[config.mk]
export PLATFORM = sky130hd
export DESIGN_NAME = smatch_multi
export DESIGN_NICKNAME = d
export VERILOG_FILES = /design/src/rtl/smatch_pkg.sv /design/src/rtl/sm_sym_enc.sv /design/src/rtl/sm_bitmap_enc.sv /design/src/rtl/sm_lane.sv /design/src/rtl/smatch_multi.sv
export SDC_FILE = /design/constraint.sdc
export NUM_CORES = 1
export LEC_CHECK = 0
export ABC_AREA = 0
export CAP_MARGIN = 20
export CORE_AREA = 10 10 47 49
export CTS_BUF_LIST = sky130_fd_sc_hd__clkbuf_16
export DETAILED_ROUTE_END_ITERATION = 7
export DIE_AREA = 0 0 57 59
export DONT_BUFFER_PORTS = 1
export PLACE_DENSITY = 0.54
export SKIP_CTS_REPAIR_TIMING = 1
export SYNTH_ARGS = -nofsm -noshare
export SYNTH_HDL_FRONTEND = slang
export SYNTH_HIERARCHICAL = 1
export SYNTH_SLANG_ARGS = --single-unit
[constraint.sdc]
create_clock -name clk -period 1.9 [get_ports clk]
set_input_delay 0.285 -clock clk [delete_from_list [all_inputs] [get_ports clk]]
set_output_delay 0.285 -clock clk [all_outputs]
set_load 0.05 [all_outputs]
[src/rtl/smatch_pkg.sv]
package smatch_pkg;

    typedef logic [7:0] char_t;

    // one offered beat at the block input
    typedef struct packed {
        logic  valid;
        char_t ch;
    } beat_t;

    localparam int DEF_NPAT   = 3;
    localparam int DEF_MAXLEN = 4;
    localparam int DEF_NSYM   = 4;

    // codes 0..nsym-1 name alphabet symbols, nsym is the foreign code,
    // nsym+1 is reserved for pattern bytes missing from the alphabet
    function automatic int code_bits(input int nsym);
        return $clog2(nsym + 2);
    endfunction

endpackage

[src/rtl/sm_sym_enc.sv]
module sm_sym_enc
    import smatch_pkg::*;
#(
    parameter int NSYM = DEF_NSYM,
    parameter int CW   = code_bits(DEF_NSYM),
    parameter logic [NSYM-1:0][7:0] ALPHABET = "dcba"
) (
    input  char_t         ch,
    output logic [CW-1:0] code
);

    logic [NSYM-1:0] hit;

    for (genvar k = 0; k < NSYM; k++) begin : g_cmp
        assign hit[k] = (ch == ALPHABET[k]);
    end

    always_comb begin
        code = CW'(NSYM);
        for (int k = NSYM - 1; k >= 0; k--) begin
            if (hit[k]) code = CW'(k);
        end
    end

endmodule

[src/rtl/sm_bitmap_enc.sv]
module sm_bitmap_enc
    import smatch_pkg::*;
#(
    parameter int NPAT   = DEF_NPAT,
    parameter int MAXLEN = DEF_MAXLEN,
    parameter int NSYM   = DEF_NSYM,
    parameter int CW     = code_bits(DEF_NSYM),
    parameter logic [NSYM-1:0][7:0] ALPHABET = "dcba",
    parameter logic [NPAT-1:0][MAXLEN-1:0][7:0] PATTERNS =
        {8'h00, "cda", 8'h00, "bdb", "cdaa"}
) (
    input  logic [CW-1:0]                code,
    output logic [NPAT-1:0][MAXLEN-1:0]  mism
);

    // symbol index of a constant pattern byte; NSYM+1 if absent
    function automatic int sym_of(input char_t c);
        int r;
        r = NSYM + 1;
        for (int k = NSYM - 1; k >= 0; k--) begin
            if (ALPHABET[k] == c) r = k;
        end
        return r;
    endfunction

    for (genvar p = 0; p < NPAT; p++) begin : g_pat
        for (genvar i = 0; i < MAXLEN; i++) begin : g_pos
            localparam int IDX = sym_of(PATTERNS[p][i]);
            assign mism[p][i] = (code != CW'(IDX));
        end
    end

endmodule

[src/rtl/sm_lane.sv]
module sm_lane #(
    parameter int LEN = 4
) (
    input  logic           clk,
    input  logic           rst,
    input  logic           valid,
    input  logic [LEN-1:0] mism,
    output logic           match
);

    // st[i] == 0 : the first i+1 pattern bytes equal the last i+1 accepted bytes
    logic [LEN-1:0] st;
    logic [LEN-1:0] st_n;

    always_comb begin
        st_n[0] = mism[0];
        for (int i = 1; i < LEN; i++) begin
            st_n[i] = st[i-1] | mism[i];
        end
    end

    always_ff @(posedge clk) begin
        if (rst) begin
            st    <= '1;
            match <= 1'b0;
        end else begin
            if (valid) st <= st_n;
            match <= valid & ~st_n[LEN-1];
        end
    end


    reset_clear_chk: assert property (@(posedge clk)
        rst |=> (st == '1) && !match);


    idle_hold_chk: assert property (@(posedge clk) disable iff (rst)
        !valid |=> $stable(st) && !match);


    match_after_beat_chk: assert property (@(posedge clk) disable iff (rst)
        match |-> $past(valid));

    for (genvar i = 1; i < LEN; i++) begin : g_chain

        prefix_chain_chk: assert property (@(posedge clk) disable iff (rst)
            (valid && st[i-1]) |=> st[i]);
    end

endmodule

[src/rtl/smatch_multi.sv]
module smatch_multi
    import smatch_pkg::*;
#(
    parameter int NPAT   = DEF_NPAT,
    parameter int MAXLEN = DEF_MAXLEN,
    parameter int NSYM   = DEF_NSYM,
    parameter logic [NSYM-1:0][7:0] ALPHABET = "dcba",
    parameter logic [NPAT-1:0][MAXLEN-1:0][7:0] PATTERNS =
        {8'h00, "cda", 8'h00, "bdb", "cdaa"},
    parameter logic [NPAT-1:0][7:0] PAT_LEN = {8'd3, 8'd3, 8'd4}
) (
    input  logic            clk,
    input  logic            rst,
    input  logic            in_valid,
    input  logic [7:0]      in_char,
    output logic [NPAT-1:0] match_o
);

    localparam int CW = code_bits(NSYM);

    beat_t                       beat;
    logic [CW-1:0]               code;
    logic [NPAT-1:0][MAXLEN-1:0] mism;

    assign beat = '{valid: in_valid, ch: in_char};

    sm_sym_enc #(
        .NSYM     (NSYM),
        .CW       (CW),
        .ALPHABET (ALPHABET)
    ) u_sym (
        .ch   (beat.ch),
        .code (code)
    );

    sm_bitmap_enc #(
        .NPAT     (NPAT),
        .MAXLEN   (MAXLEN),
        .NSYM     (NSYM),
        .CW       (CW),
        .ALPHABET (ALPHABET),
        .PATTERNS (PATTERNS)
    ) u_bmp (
        .code (code),
        .mism (mism)
    );

    for (genvar g = 0; g < NPAT; g++) begin : g_lane
        localparam int L = int'(PAT_LEN[g]);

        sm_lane #(.LEN(L)) u_lane (
            .clk   (clk),
            .rst   (rst),
            .valid (beat.valid),
            .mism  (mism[g][L-1:0]),
            .match (match_o[g])
        );


        tail_char_chk: assert property (@(posedge clk) disable iff (rst)
            match_o[g] |-> ($past(in_char) == PATTERNS[g][L-1]));
    end


    foreign_byte_chk: assert property (@(posedge clk) disable iff (rst)
        (in_valid && code == CW'(NSYM)) |=> (match_o == '0));

endmodule

==> summary.md, run 1 <==
| Metric | Value |
|---|---|
| Via count normalized by instance count | `5.785` |
| Initial core utilization | `37.32%` |
| Final worst setup slack | `0.2045 ns` |
| Netlist Area Pre-Place | `523.0 um2` |
| Number of global-route vias before repair | `421` |
| All-layer global routing usage | `6.318%` |
| RSZ-0062 raised after global routing | `no` |
| Max Clk Rate | `589.8 MHz` |
| Share of total power in sequential cells | `36.4%` |
| Clock network power share | `60.4%` |
| Slew Limit Fails | `0` |
| Slowest stage cell on the critical path | `sky130_fd_sc_hd__or4b_4` |
| Die height | `59 um` |
| Top delay family on crit path | `simple AND/OR/NAND/NOR gates` |
| Die outline area | `3363 um2` |
| Sinks on Clock Net | `10` |
| Buffer levels on the longest clock path | `2` |
| Part of the cycle the worst path needs | `89.24%` |
| Number of placement rows | `14` |
| Core region area | `between 1000 and 1500 um2` |
| Number of I/O port buffers | `0` |
| Crit path cell chain | `or4b_4, a211o_1, or3b_1, a211o_1` |
| Average wire length per cell after detail routing | `15.32 um` |
| Wire length of the first global-routing pass | `about 1700 um` |
| MaxCap Viol Count | `0` |
| Number of hold-slack violations in the final timing report | `0` |
| CTS clk-pin slew, worst paths | `0.04 ns` |
| Clock Skews | `0.001147 ns` |
| Number of instances on the worst hold path | `1` |
| Arrival time reported for the critical path endpoint | `1.81 ns` |
| Count of filler cells inserted in the layout | `140` |
| Post-Syn Nets | `61` |
| CP Buf/Inv Count | `0` |
| Slowest cell delay on critical path | `0.54 ns` |
| # placed instances | `62` |
| Avg Synthesized Cell Area | `10.46 um2` |
| CP most frequent cell | `sky130_fd_sc_hd__a211o_1` |
| Total inserted antenna cells | `0` |
| Reg2reg path depth | `2` |
| Detailed-route via count | `about 380` |
| Placed wire-length estimate | `762.5 um` |
| CTS H-tree depth | `1` |
| Pre-CTS setup slack | `-0.04751 ns` |
| Starting DRC count in detailed routing | `7` |
| Number of routed nets with antenna violations | `0` |
| Count of yosys warnings during synthesis | `6` |
| Static leakage | `around 0.18 nW` |
| Run status | `complete, no violations` |
| VDD IR max | `290.0 uV` |
| PwrDens | `989.6 nW/um2` |
| Final net count | `62` |
| WL final | `996 um` |
| Synth-to-layout area growth | `14.59%` |
| Worst Tran Pin Value | `0.4767 ns` |
| Largest net degree at the start of global routing | `18` |
| GPL Wtd Cong | `0.6350` |
| Share of post-route cells with drive strength above 1 | `28.57%` |
| WP depth | `4` |
| Number of remaining DRC errors | `0` |
| Switching power share of the total | `15.87%` |
| Combinational cell fraction of total power | `3.2%` |
| Required time of the critical path | `around 2.0 ns` |
| Worst min-delay path category | `in -> reg` |
| Final instance count without filler cells | `65` |
| Clock latency on the worst-skew pair | `0.23 ns` |
| Crit Path Category | `in -> reg` |
| Crit path capture type | `flop` |
| Sw Pwr | `0.00009415 W` |
| Root Buffer | `sky130_fd_sc_hd__clkbuf_16` |
| Post-Synthesis Cells | `50` |
| # IOs | `14` |
| Headroom to the max-slew limit | `68.18%` |
| Internal Dissipation | `0.0004990 W` |
| Min Tclk post-route | `approximately 1.7 ns` |
| Pre-Repair DR Iteration Count | `3` |
| Aggregate global routing overflow | `0` |
| CP max FO | `4` |
| Antenna violations before repair | `0` |
| Horiz. Die Dim | `roughly 57 um` |
| TritonCTS clock tree | `done` |
| TritonCTS buffer count | `3` |
| Nature of the critical path startpoint | `input pin` |
| Setup-violating endpoint count in the final report | `0` |
==> flip-flops by register name (all words and copies together), names as in the netlist <==
register / cells
g_lane.u_lane/match: 3
g_lane.u_lane/st: 7
==> layout by cell type, fill, tap and decap left out <==
| cell type | n |
|---|---|
| sky130_fd_sc_hd__dfxtp_1 | 10 |
| sky130_fd_sc_hd__nor4b_2 | 5 |
| sky130_fd_sc_hd__nor3_1 | 4 |
| sky130_fd_sc_hd__nor2_1 | 4 |
| sky130_fd_sc_hd__clkbuf_16 | 3 |
| sky130_fd_sc_hd__nor2b_1 | 3 |
| sky130_fd_sc_hd__a211o_1 | 3 |
| sky130_fd_sc_hd__or3b_1 | 3 |
| sky130_fd_sc_hd__nor4b_1 | 2 |
| sky130_fd_sc_hd__nand3b_1 | 2 |
| sky130_fd_sc_hd__buf_4 | 2 |
| sky130_fd_sc_hd__a211o_2 | 1 |
| sky130_fd_sc_hd__or3_4 | 1 |
| sky130_fd_sc_hd__inv_1 | 1 |
| sky130_fd_sc_hd__or4b_4 | 1 |
| sky130_fd_sc_hd__xnor2_1 | 1 |
| sky130_fd_sc_hd__nor4_2 | 1 |
| sky130_fd_sc_hd__a211oi_1 | 1 |
| sky130_fd_sc_hd__o21bai_1 | 1 |
==> per-stage QoR <==
step	TNS, ns	power, W	hold slack (ns)	area, um2	util, %
global route	0	0.0006081	0.1266	599.3	42.77
finish	0	0.0005931	0.1238	599.3	42.77
CTS	0	0.0006021	0.1215	599.3	42.77
floorplan	-0.09839	0.0002367	0.3577	534.3	-
global placement	-0.01386	0.0002374	0.3621	524.3	37.41
detailed placement	-0.1193	0.0002384	0.3648	524.3	37.41
==> power groups by stage <==
stage                     clock network (W)  registers [W]   logic, W
after floorplan                           0       0.000219  0.0000177
after global placement                    0       0.000219  0.0000181
after detailed placement                  0       0.000219  0.0000190
after CTS                          0.000367       0.000216  0.0000192
after global routing               0.000371       0.000216  0.0000208
final                              0.000358       0.000216  0.0000189
==> layer usage <==
layer	vias up	GRT usage (%)	share of wire (%)
li1	184	-	-
met1	176	5.364	40
met2	14	10.39	48
met3	2	2.790	9.7
met4	0	7.047	2.3
met5	-	0	0
==> path summary, 6_finish.rpt <==
kind,start,end,slack (ns)
max reg2reg,g_lane[0].u_lane/st[1],g_lane[0].u_lane/st[2],1.04
min,rst,g_lane[2].u_lane/match,0.12
min reg2reg,g_lane[0].u_lane/st[2],g_lane[0].u_lane/match,0.42
max,in_char[4],g_lane[1].u_lane/st[0],0.20
==> layout make-up <==
class	count	area, um2	share of cell area, %
timing repair buffer	2	15.01	2.505
tap	16	20.02	3.340
sequential	10	200.2	33.40
clock buffer	3	75.07	12.53
inverter	1	3.754	0.6263
multi-input combinational	33	285.3	47.60
==> worst reg2reg max path: cells and delay by family (launching register included) <==
kind             cells  cell delay (ns)
AND/OR/NAND/NOR      2             0.41
flip-flops           1             0.32
(Power assumes the default switching activity.)
==> run 2: changes to the inputs <==
--- a/config.mk
+++ b/config.mk
@@ -12,9 +12,8 @@
 export DETAILED_ROUTE_END_ITERATION = 7
 export DIE_AREA = 0 0 57 59
 export DONT_BUFFER_PORTS = 1
-export PLACE_DENSITY = 0.54
+export PLACE_DENSITY = 0.44
 export SKIP_CTS_REPAIR_TIMING = 1
 export SYNTH_ARGS = -nofsm -noshare
 export SYNTH_HDL_FRONTEND = slang
-export SYNTH_HIERARCHICAL = 1
 export SYNTH_SLANG_ARGS = --single-unit
==> run 2 against run 1 <==
Design area shrank 18%. Count of clock-buffer cells in the layout unchanged. Combinational power decreased by 26%. Critical path type is now reg -> out. Clock skew barely moved. Hold slack better by 0.058 ns. Largest cell class unchanged. Fmax increased by 50%. Final cell count decreased by 11%.
==> summary.md, run 2 <==
| Metric | Value |
|---|---|
| Run status | `complete, no violations (unchanged)` |
| Number of I/O port buffers | `0 (unchanged)` |
| Number of remaining DRC errors | `0 (unchanged)` |
| Antenna violations before repair | `0 (unchanged)` |
| Via count normalized by instance count | `5.500 (was 5.785)` |
| Register area | `180.2 um2 (was 200.2 um2)` |
| Most common cell after layout, fill and taps aside | `sky130_fd_sc_hd__dfxtp_1 (unchanged)` |
| Number of enable flip-flop cells after synthesis | `0` |
| WL final | `988 um (was 996 um)` |
| Nature of the critical path startpoint | `flop (was input pin)` |
| Cell type contributing the most total cell area after synthesis | `sky130_fd_sc_hd__dfxtp_1` |
| Number of hold-slack violations in the final timing report | `0 (unchanged)` |
| Largest register by flop count | `g_lane.u_lane.st (was g_lane.u_lane/st)` |
| Initial core utilization | `30.18% (was 37.32%)` |
| Sinks on Clock Net | `9 (was 10)` |
| Final worst setup slack | `0.7724 ns (was 0.2045 ns)` |
| Post-Syn Nets | `54 (was 61)` |
| Core region area | `1401 um2 (unchanged)` |
| Max Clk Rate | `886.8 MHz (was 589.8 MHz)` |
| Yosys reg bits | `9` |
| Slew Limit Fails | `0 (unchanged)` |
| Synth-to-layout area growth | `15.98% (was 14.59%)` |
| Wire length of the first global-routing pass | `1600 um (was 1676 um)` |
| CP max FO | `1 (was 4)` |
| CTS H-tree depth | `1 (unchanged)` |
| All-layer global routing usage | `6.272% (was 6.318%)` |
| Clock latency on the worst-skew pair | `0.23 ns (about the same)` |
| Count of unique library cells instantiated by Yosys | `19` |
| Share of post-route cells with drive strength above 1 | `9.524% (was 28.57%)` |
| Arrival time reported for the critical path endpoint | `0.84 ns (was 1.81 ns)` |
| Count of filler cells inserted in the layout | `149 (was 140)` |
| Clock Skews | `0.001398 ns (was 0.001147 ns)` |
| Post-placement cell area | `411.6 um2 (was 524.3 um2)` |
| Root Buffer | `sky130_fd_sc_hd__clkbuf_16 (unchanged)` |
| Setup-violating endpoint count in the final report | `0 (unchanged)` |
| Die outline area | `3363 um2 (unchanged)` |
| Die height | `59 um (unchanged)` |
| Area share of the leading cell type in the synthesized netlist | `42.60%` |
| Utilization of the core after routing | `35.00% (was 42.77%)` |
| Number of placement rows | `14 (unchanged)` |
| Number of flip-flops under the largest register name | `6 (was 7)` |
| Reg-to-reg slack, setup | `0.84 ns (was 1.04 ns)` |
| Post-Route Setup TNS | `0 ns (unchanged)` |
| Most frequent cells in the layout | `sky130_fd_sc_hd__dfxtp_1, sky130_fd_sc_hd__nor3_1, sky130_fd_sc_hd__a41oi_1 (was sky130_fd_sc_hd__dfxtp_1, sky130_fd_sc_hd__nor4b_2, sky130_fd_sc_hd__nor3_1, sky130_fd_sc_hd__nor2_1)` |
| Main area contributors after synthesis | `sky130_fd_sc_hd__dfxtp_1, sky130_fd_sc_hd__a41oi_1, sky130_fd_sc_hd__nor3_1` |
| Sequential element share of the synthesized area | `42.60%` |
| Number of routed nets with antenna violations | `0 (unchanged)` |
| Final net count | `54 (was 62)` |
| GPL Wtd Cong | `0.6816 (was 0.6350)` |
| Top_reg_cell synth | `sky130_fd_sc_hd__dfxtp_1` |
| Avg Synthesized Cell Area | `9.835 um2 (was 10.46 um2)` |
| Netlist Area Pre-Place | `422.9 um2 (was 523.0 um2)` |
| Number of global-route vias before repair | `357 (was 421)` |
| Horiz. Die Dim | `57 um (unchanged)` |
| CTS clk-pin slew, worst paths | `0.04 ns (about the same)` |
| Average wire length per cell after detail routing | `17.03 um (was 15.32 um)` |
| Worst Tran Pin Value | `0.5540 ns (was 0.4767 ns)` |
| Biggest registers after layout | `g_lane.u_lane.st (6), g_lane.u_lane.match (3) (was g_lane.u_lane/st (7), g_lane.u_lane/match (3))` |
| Commonest cells post-synth | `sky130_fd_sc_hd__dfxtp_1, sky130_fd_sc_hd__nor3_1, sky130_fd_sc_hd__a41oi_1` |
| PwrDens | `1155 nW/um2 (was 989.6 nW/um2)` |
| Min Tclk post-route | `1.128 ns (was 1.695 ns)` |
| TritonCTS buffer count | `3 (unchanged)` |
| Pre-CTS setup slack | `0.7376 ns (was -0.04751 ns)` |
| MaxCap Viol Count | `0 (unchanged)` |
| # IOs | `14 (unchanged)` |
| Worst min-delay path category | `in -> reg (unchanged)` |
| Final instance area | `490.5 um2 (was 599.3 um2)` |
| RSZ-0062 raised after global routing | `no (unchanged)` |
| TritonCTS clock tree | `done (unchanged)` |
| Headroom to the max-slew limit | `62.78% (was 68.18%)` |
| Count of yosys warnings during synthesis | `0 (was 6)` |
| Total inserted antenna cells | `0 (unchanged)` |
| Largest net degree at the start of global routing | `14 (was 18)` |
| Static leakage | `0.1547 nW (was 0.1830 nW)` |
| Part of the cycle the worst path needs | `59.35% (was 89.24%)` |
| Starting DRC count in detailed routing | `10 (was 7)` |
| Placed wire-length estimate | `769.6 um (was 762.5 um)` |
| Crit Path Category | `reg -> out (was in -> reg)` |
| Post-Synthesis Cells | `43 (was 50)` |
| VDD IR max | `558.8 uV (was 290.0 uV)` |
| Buffer levels on the longest clock path | `2 (unchanged)` |
| Proportion of register bits with asynchronous set or reset after synthesis | `0%` |
| Most numerous cell in the Yosys netlist | `sky130_fd_sc_hd__dfxtp_1` |
| Detailed-route via count | `319 (was 376)` |
| Crit path capture type | `output pin (was flop)` |
| Pre-Repair DR Iteration Count | `2 (was 3)` |
| Required time of the critical path | `1.62 ns (was 2.02 ns)` |
| Footprint of the multi-input gates | `211.5 um2 (was 285.3 um2)` |
| Aggregate global routing overflow | `0 (unchanged)` |
[run 2: path summary, 6_finish.rpt]
path / start / endpoint / cells after the start
worst max register to register: g_lane[1].u_lane.st[1] / g_lane[1].u_lane.match / 2
worst min register to register: g_lane[0].u_lane.st[2] / g_lane[0].u_lane.match / 1
worst max-delay path: g_lane[0].u_lane.match / match_o[0] / 0
worst min-delay path: in_char[0] / g_lane[0].u_lane.st[1] / 1
[run 2: area by class of cell]
cell class / instances / area share [%]
multi-input cells: 29 / 43.11
clock inverters: 1 / 0.7653
clock buffers: 3 / 15.31
well taps: 16 / 4.082
flip-flops and latches: 9 / 36.73
[run 2: layer usage]
metal  share of wire, %  track usage, %  routed length, um
met1                 45           5.952                447
met2                 41           9.302                408
met3                 13           6.223                132
met4                  0           2.013                  0
met5                  0               0                  0
[run 2: where the power goes]
group / internal [W] / switching (W)
Sequential: 0.000190 / 0.0000000332
Clock: 0.000275 / 0.0000879
Combinational: 0.00000811 / 0.00000578
Total: 0.000473 / 0.0000937
[run 2: logic make-up after synthesis]
kind of cell           after synthesis  synth area share, %
buffers and inverters                5                7.394
DFF                                  9                42.60
and+or+nand+nor                     23                38.17
AOI/OAI and AO/OA                    6                11.83
[run 2: metrics by stage]
step,power (W),instances,hold WS (ns)
floorplan,0.0002098,43,0.4000
global placement,0.0002068,54,0.4168
detailed placement,0.0002069,54,0.4260
CTS,0.0005748,58,0.1810
global route,0.0005891,58,0.1856
finish,0.0005663,58,0.1822
==> run 3: changes to the inputs <==
--- a/config.mk
+++ b/config.mk
@@ -12,7 +12,7 @@
 export DETAILED_ROUTE_END_ITERATION = 7
 export DIE_AREA = 0 0 57 59
 export DONT_BUFFER_PORTS = 1
-export PLACE_DENSITY = 0.44
+export PLACE_DENSITY = 0.42
 export SKIP_CTS_REPAIR_TIMING = 1
 export SYNTH_ARGS = -nofsm -noshare
 export SYNTH_HDL_FRONTEND = slang
==> constraint.sdc (replaced) <==
create_clock -name clk -period 1.15 [get_ports clk]
set_input_delay 0.1725 -clock clk [delete_from_list [all_inputs] [get_ports clk]]
set_output_delay 0.1725 -clock clk [all_outputs]
set_load 0.05 [all_outputs]
==> run 3 against run 2 <==
Final cell count grew 6.9%. Via count grew 7.5%. First-iteration DRC count stayed put. Sequential share of layout area decreased by 2.1 points. Global-route usage fell by 0.081 points. Wire length fell by 1.3%. Clock power grew 65%. Critical endpoint is now g_lane[1].u_lane.match. Sequential power is 65% higher. Hold slack lost 0.11 ns. Setup slack got worse by 0.65 ns.
==> summary.md, run 3 (synthesis results as in run 2) <==
| Metric | Value |
|---|---|
| Die height | `59 um (unchanged)` |
| TritonCTS clock tree | `done (unchanged)` |
| Number of routed nets with antenna violations | `0 (unchanged)` |
| Horiz. Die Dim | `57 um (unchanged)` |
| Static leakage | `0.1762 nW (was 0.1547 nW)` |
| Slew Limit Fails | `0 (unchanged)` |
| Number of I/O port buffers | `0 (unchanged)` |
| Worst Tran Pin Value | `0.4773 ns (was 0.5540 ns)` |
| Post-placement cell area | `441.7 um2 (was 411.6 um2)` |
| Fraction of met1 tracks used by global routing | `5.370% (was 5.952%)` |
| Total inserted antenna cells | `0 (unchanged)` |
| Top delay family on crit path | `simple AND/OR/NAND/NOR gates` |
| Detailed-route via count | `343 (was 319)` |
| Largest net degree at the start of global routing | `14 (unchanged)` |
| Number of placement rows | `14 (unchanged)` |
| Number of remaining DRC errors | `0 (unchanged)` |
| Post-Route Setup TNS | `0 ns (unchanged)` |
| Count of filler cells inserted in the layout | `149 (unchanged)` |
| Number of flip-flops under the largest register name | `6 (unchanged)` |
| Min Tclk post-route | `1.031 ns` |
| CP Buf/Inv Count | `0` |
| MaxCap Viol Count | `0 (unchanged)` |
| Clock Skews | `0.001594 ns (was 0.001398 ns)` |
| RSZ-0062 raised after global routing | `no (unchanged)` |
| Biggest registers after layout | `g_lane.u_lane.st (6), g_lane.u_lane.match (3) (unchanged)` |
| VDD IR max | `1353 uV (was 558.8 uV)` |
| Max Clk Rate | `969.9 MHz` |
| Average wire length per cell after detail routing | `15.73 um (was 17.03 um)` |
| Core region area | `1401 um2 (unchanged)` |
| Aggregate global routing overflow | `0 (unchanged)` |
| PwrDens | `1798 nW/um2 (was 1155 nW/um2)` |
| Root Buffer | `sky130_fd_sc_hd__clkbuf_16 (unchanged)` |
| Worst min-delay path category | `in -> reg (unchanged)` |
| Busiest metal layer after global routing | `met2 (unchanged)` |
| Nature of the critical path startpoint | `flop (unchanged)` |
| Die outline area | `3363 um2 (unchanged)` |
| Sinks on Clock Net | `9 (unchanged)` |
| Clock latency on the worst-skew pair | `0.23 ns (about the same)` |
| Buffer levels on the longest clock path | `2 (unchanged)` |
| WL final | `975 um (was 988 um)` |
| Slowest stage cell on the critical path | `sky130_fd_sc_hd__or4b_1` |
| Final net count | `58 (was 54)` |
| Met3 track demand over resource in global routing | `5.794% (was 6.223%)` |
| Crit Path Category | `reg -> reg (was reg -> out)` |
| Footprint of the multi-input gates | `211.5 um2 (unchanged)` |
| Final instance area | `520.5 um2 (was 490.5 um2)` |
| Number of hold-slack violations in the final timing report | `0 (unchanged)` |
| CTS clk-pin slew, worst paths | `0.04 ns (about the same)` |
| Headroom to the max-slew limit | `68.13% (was 62.78%)` |
| Initial core utilization | `30.18% (unchanged)` |
| Number of global-route vias before repair | `392 (was 357)` |
| Via count normalized by instance count | `5.532 (was 5.500)` |
| Pre-Repair DR Iteration Count | `4 (was 2)` |
| Slowest cell delay on critical path | `approximately 0.50 ns` |
| Largest register by flop count | `g_lane.u_lane.st (unchanged)` |
| Hold WS | `0.07073 ns (was 0.1822 ns)` |
| Register area | `180.2 um2 (unchanged)` |
| Most common cell after layout, fill and taps aside | `sky130_fd_sc_hd__dfxtp_1 (unchanged)` |
| GR Layer Usage met2 | `9.612% (was 9.302%)` |
| Crit path cell chain | `or4b_1, nor3_1` |
| # IOs | `14 (unchanged)` |
| All-layer global routing usage | `6.190% (was 6.272%)` |
| Utilization of the core after routing | `37.14% (was 35.00%)` |
| Antenna violations before repair | `0 (unchanged)` |
| CP max FO | `2 (was 1)` |
| Starting DRC count in detailed routing | `10 (unchanged)` |
| Share of post-route cells with drive strength above 1 | `17.39% (was 9.524%)` |
| Placed wire-length estimate | `770.1 um (was 769.6 um)` |
| Synth-to-layout area growth | `23.08% (was 15.98%)` |
| Crit path capture type | `flop (was output pin)` |
| Part of the cycle the worst path needs | `89.65%` |
| CTS H-tree depth | `1 (unchanged)` |
| TritonCTS buffer count | `3 (unchanged)` |
| Arrival time reported for the critical path endpoint | `1.18 ns (was 0.84 ns)` |
| Run status | `complete, no violations (unchanged)` |
| GPL Wtd Cong | `0.7190 (was 0.6816)` |
| Setup-violating endpoint count in the final report | `0 (unchanged)` |
| Required time of the critical path | `1.30 ns (was 1.62 ns)` |
| Wire length of the first global-routing pass | `1628 um (was 1600 um)` |
| Most frequent cells in the layout | `sky130_fd_sc_hd__dfxtp_1, sky130_fd_sc_hd__nor3_1, sky130_fd_sc_hd__a41oi_1 (unchanged)` |
run 3: cell types whose count changed in the layout (fill, tap and decap cells not counted):
cell,before,now
sky130_fd_sc_hd__buf_4,0,4
run 3: power by group:
group	total [W]	leakage [nW]	internal (W)	switching, W
Sequential	0.000314	0.0727	0.000314	0.0000000508
Combinational	0.0000262	0.0612	0.0000161	0.0000101
Clock	0.000596	0.0423	0.000453	0.000143
Total	0.000936	0.176	0.000783	0.000153
run 3: layout make-up:
class / instances / share of cell area (%)
Multi-Input combinational cell: 29 / 40.63
Sequential cell: 9 / 34.62
Timing Repair Buffer: 4 / 5.769
Tap cell: 16 / 3.846
Clock buffer: 3 / 14.42
Clock inverter: 1 / 0.7212
run 3: path summary, 6_finish.rpt:
check             slack, ns                     end  cells after the start              startpoint
setup / recovery       0.12  g_lane[1].u_lane.match                      2  g_lane[1].u_lane.st[1]
hold / removal         0.07  g_lane[2].u_lane.st[0]                      1              in_char[0]
setup reg to reg       0.12  g_lane[1].u_lane.match                      2  g_lane[1].u_lane.st[1]
hold reg to reg        0.43  g_lane[0].u_lane.match                      1  g_lane[0].u_lane.st[2]
run 3: per-layer routing:
layer / share of wire (%) / up-vias / wire length, um
met4: 0 / 0 / 0
met2: 48 / 8 / 470
li1: - / 175 / -
met3: 11 / 0 / 111
met1: 40 / 160 / 394
met5: 0 / - / 0
run 3: stage by stage:
step	setup WS, ns	std cells	total power, W
after detailed placement	0.1379	58	0.0003449
after floorplan	0.1799	43	0.0003466
after global placement	0.1631	58	0.0003447
final	0.1190	62	0.0009360
after CTS	0.1241	62	0.0009531
after global routing	0.09018	62	0.0009749
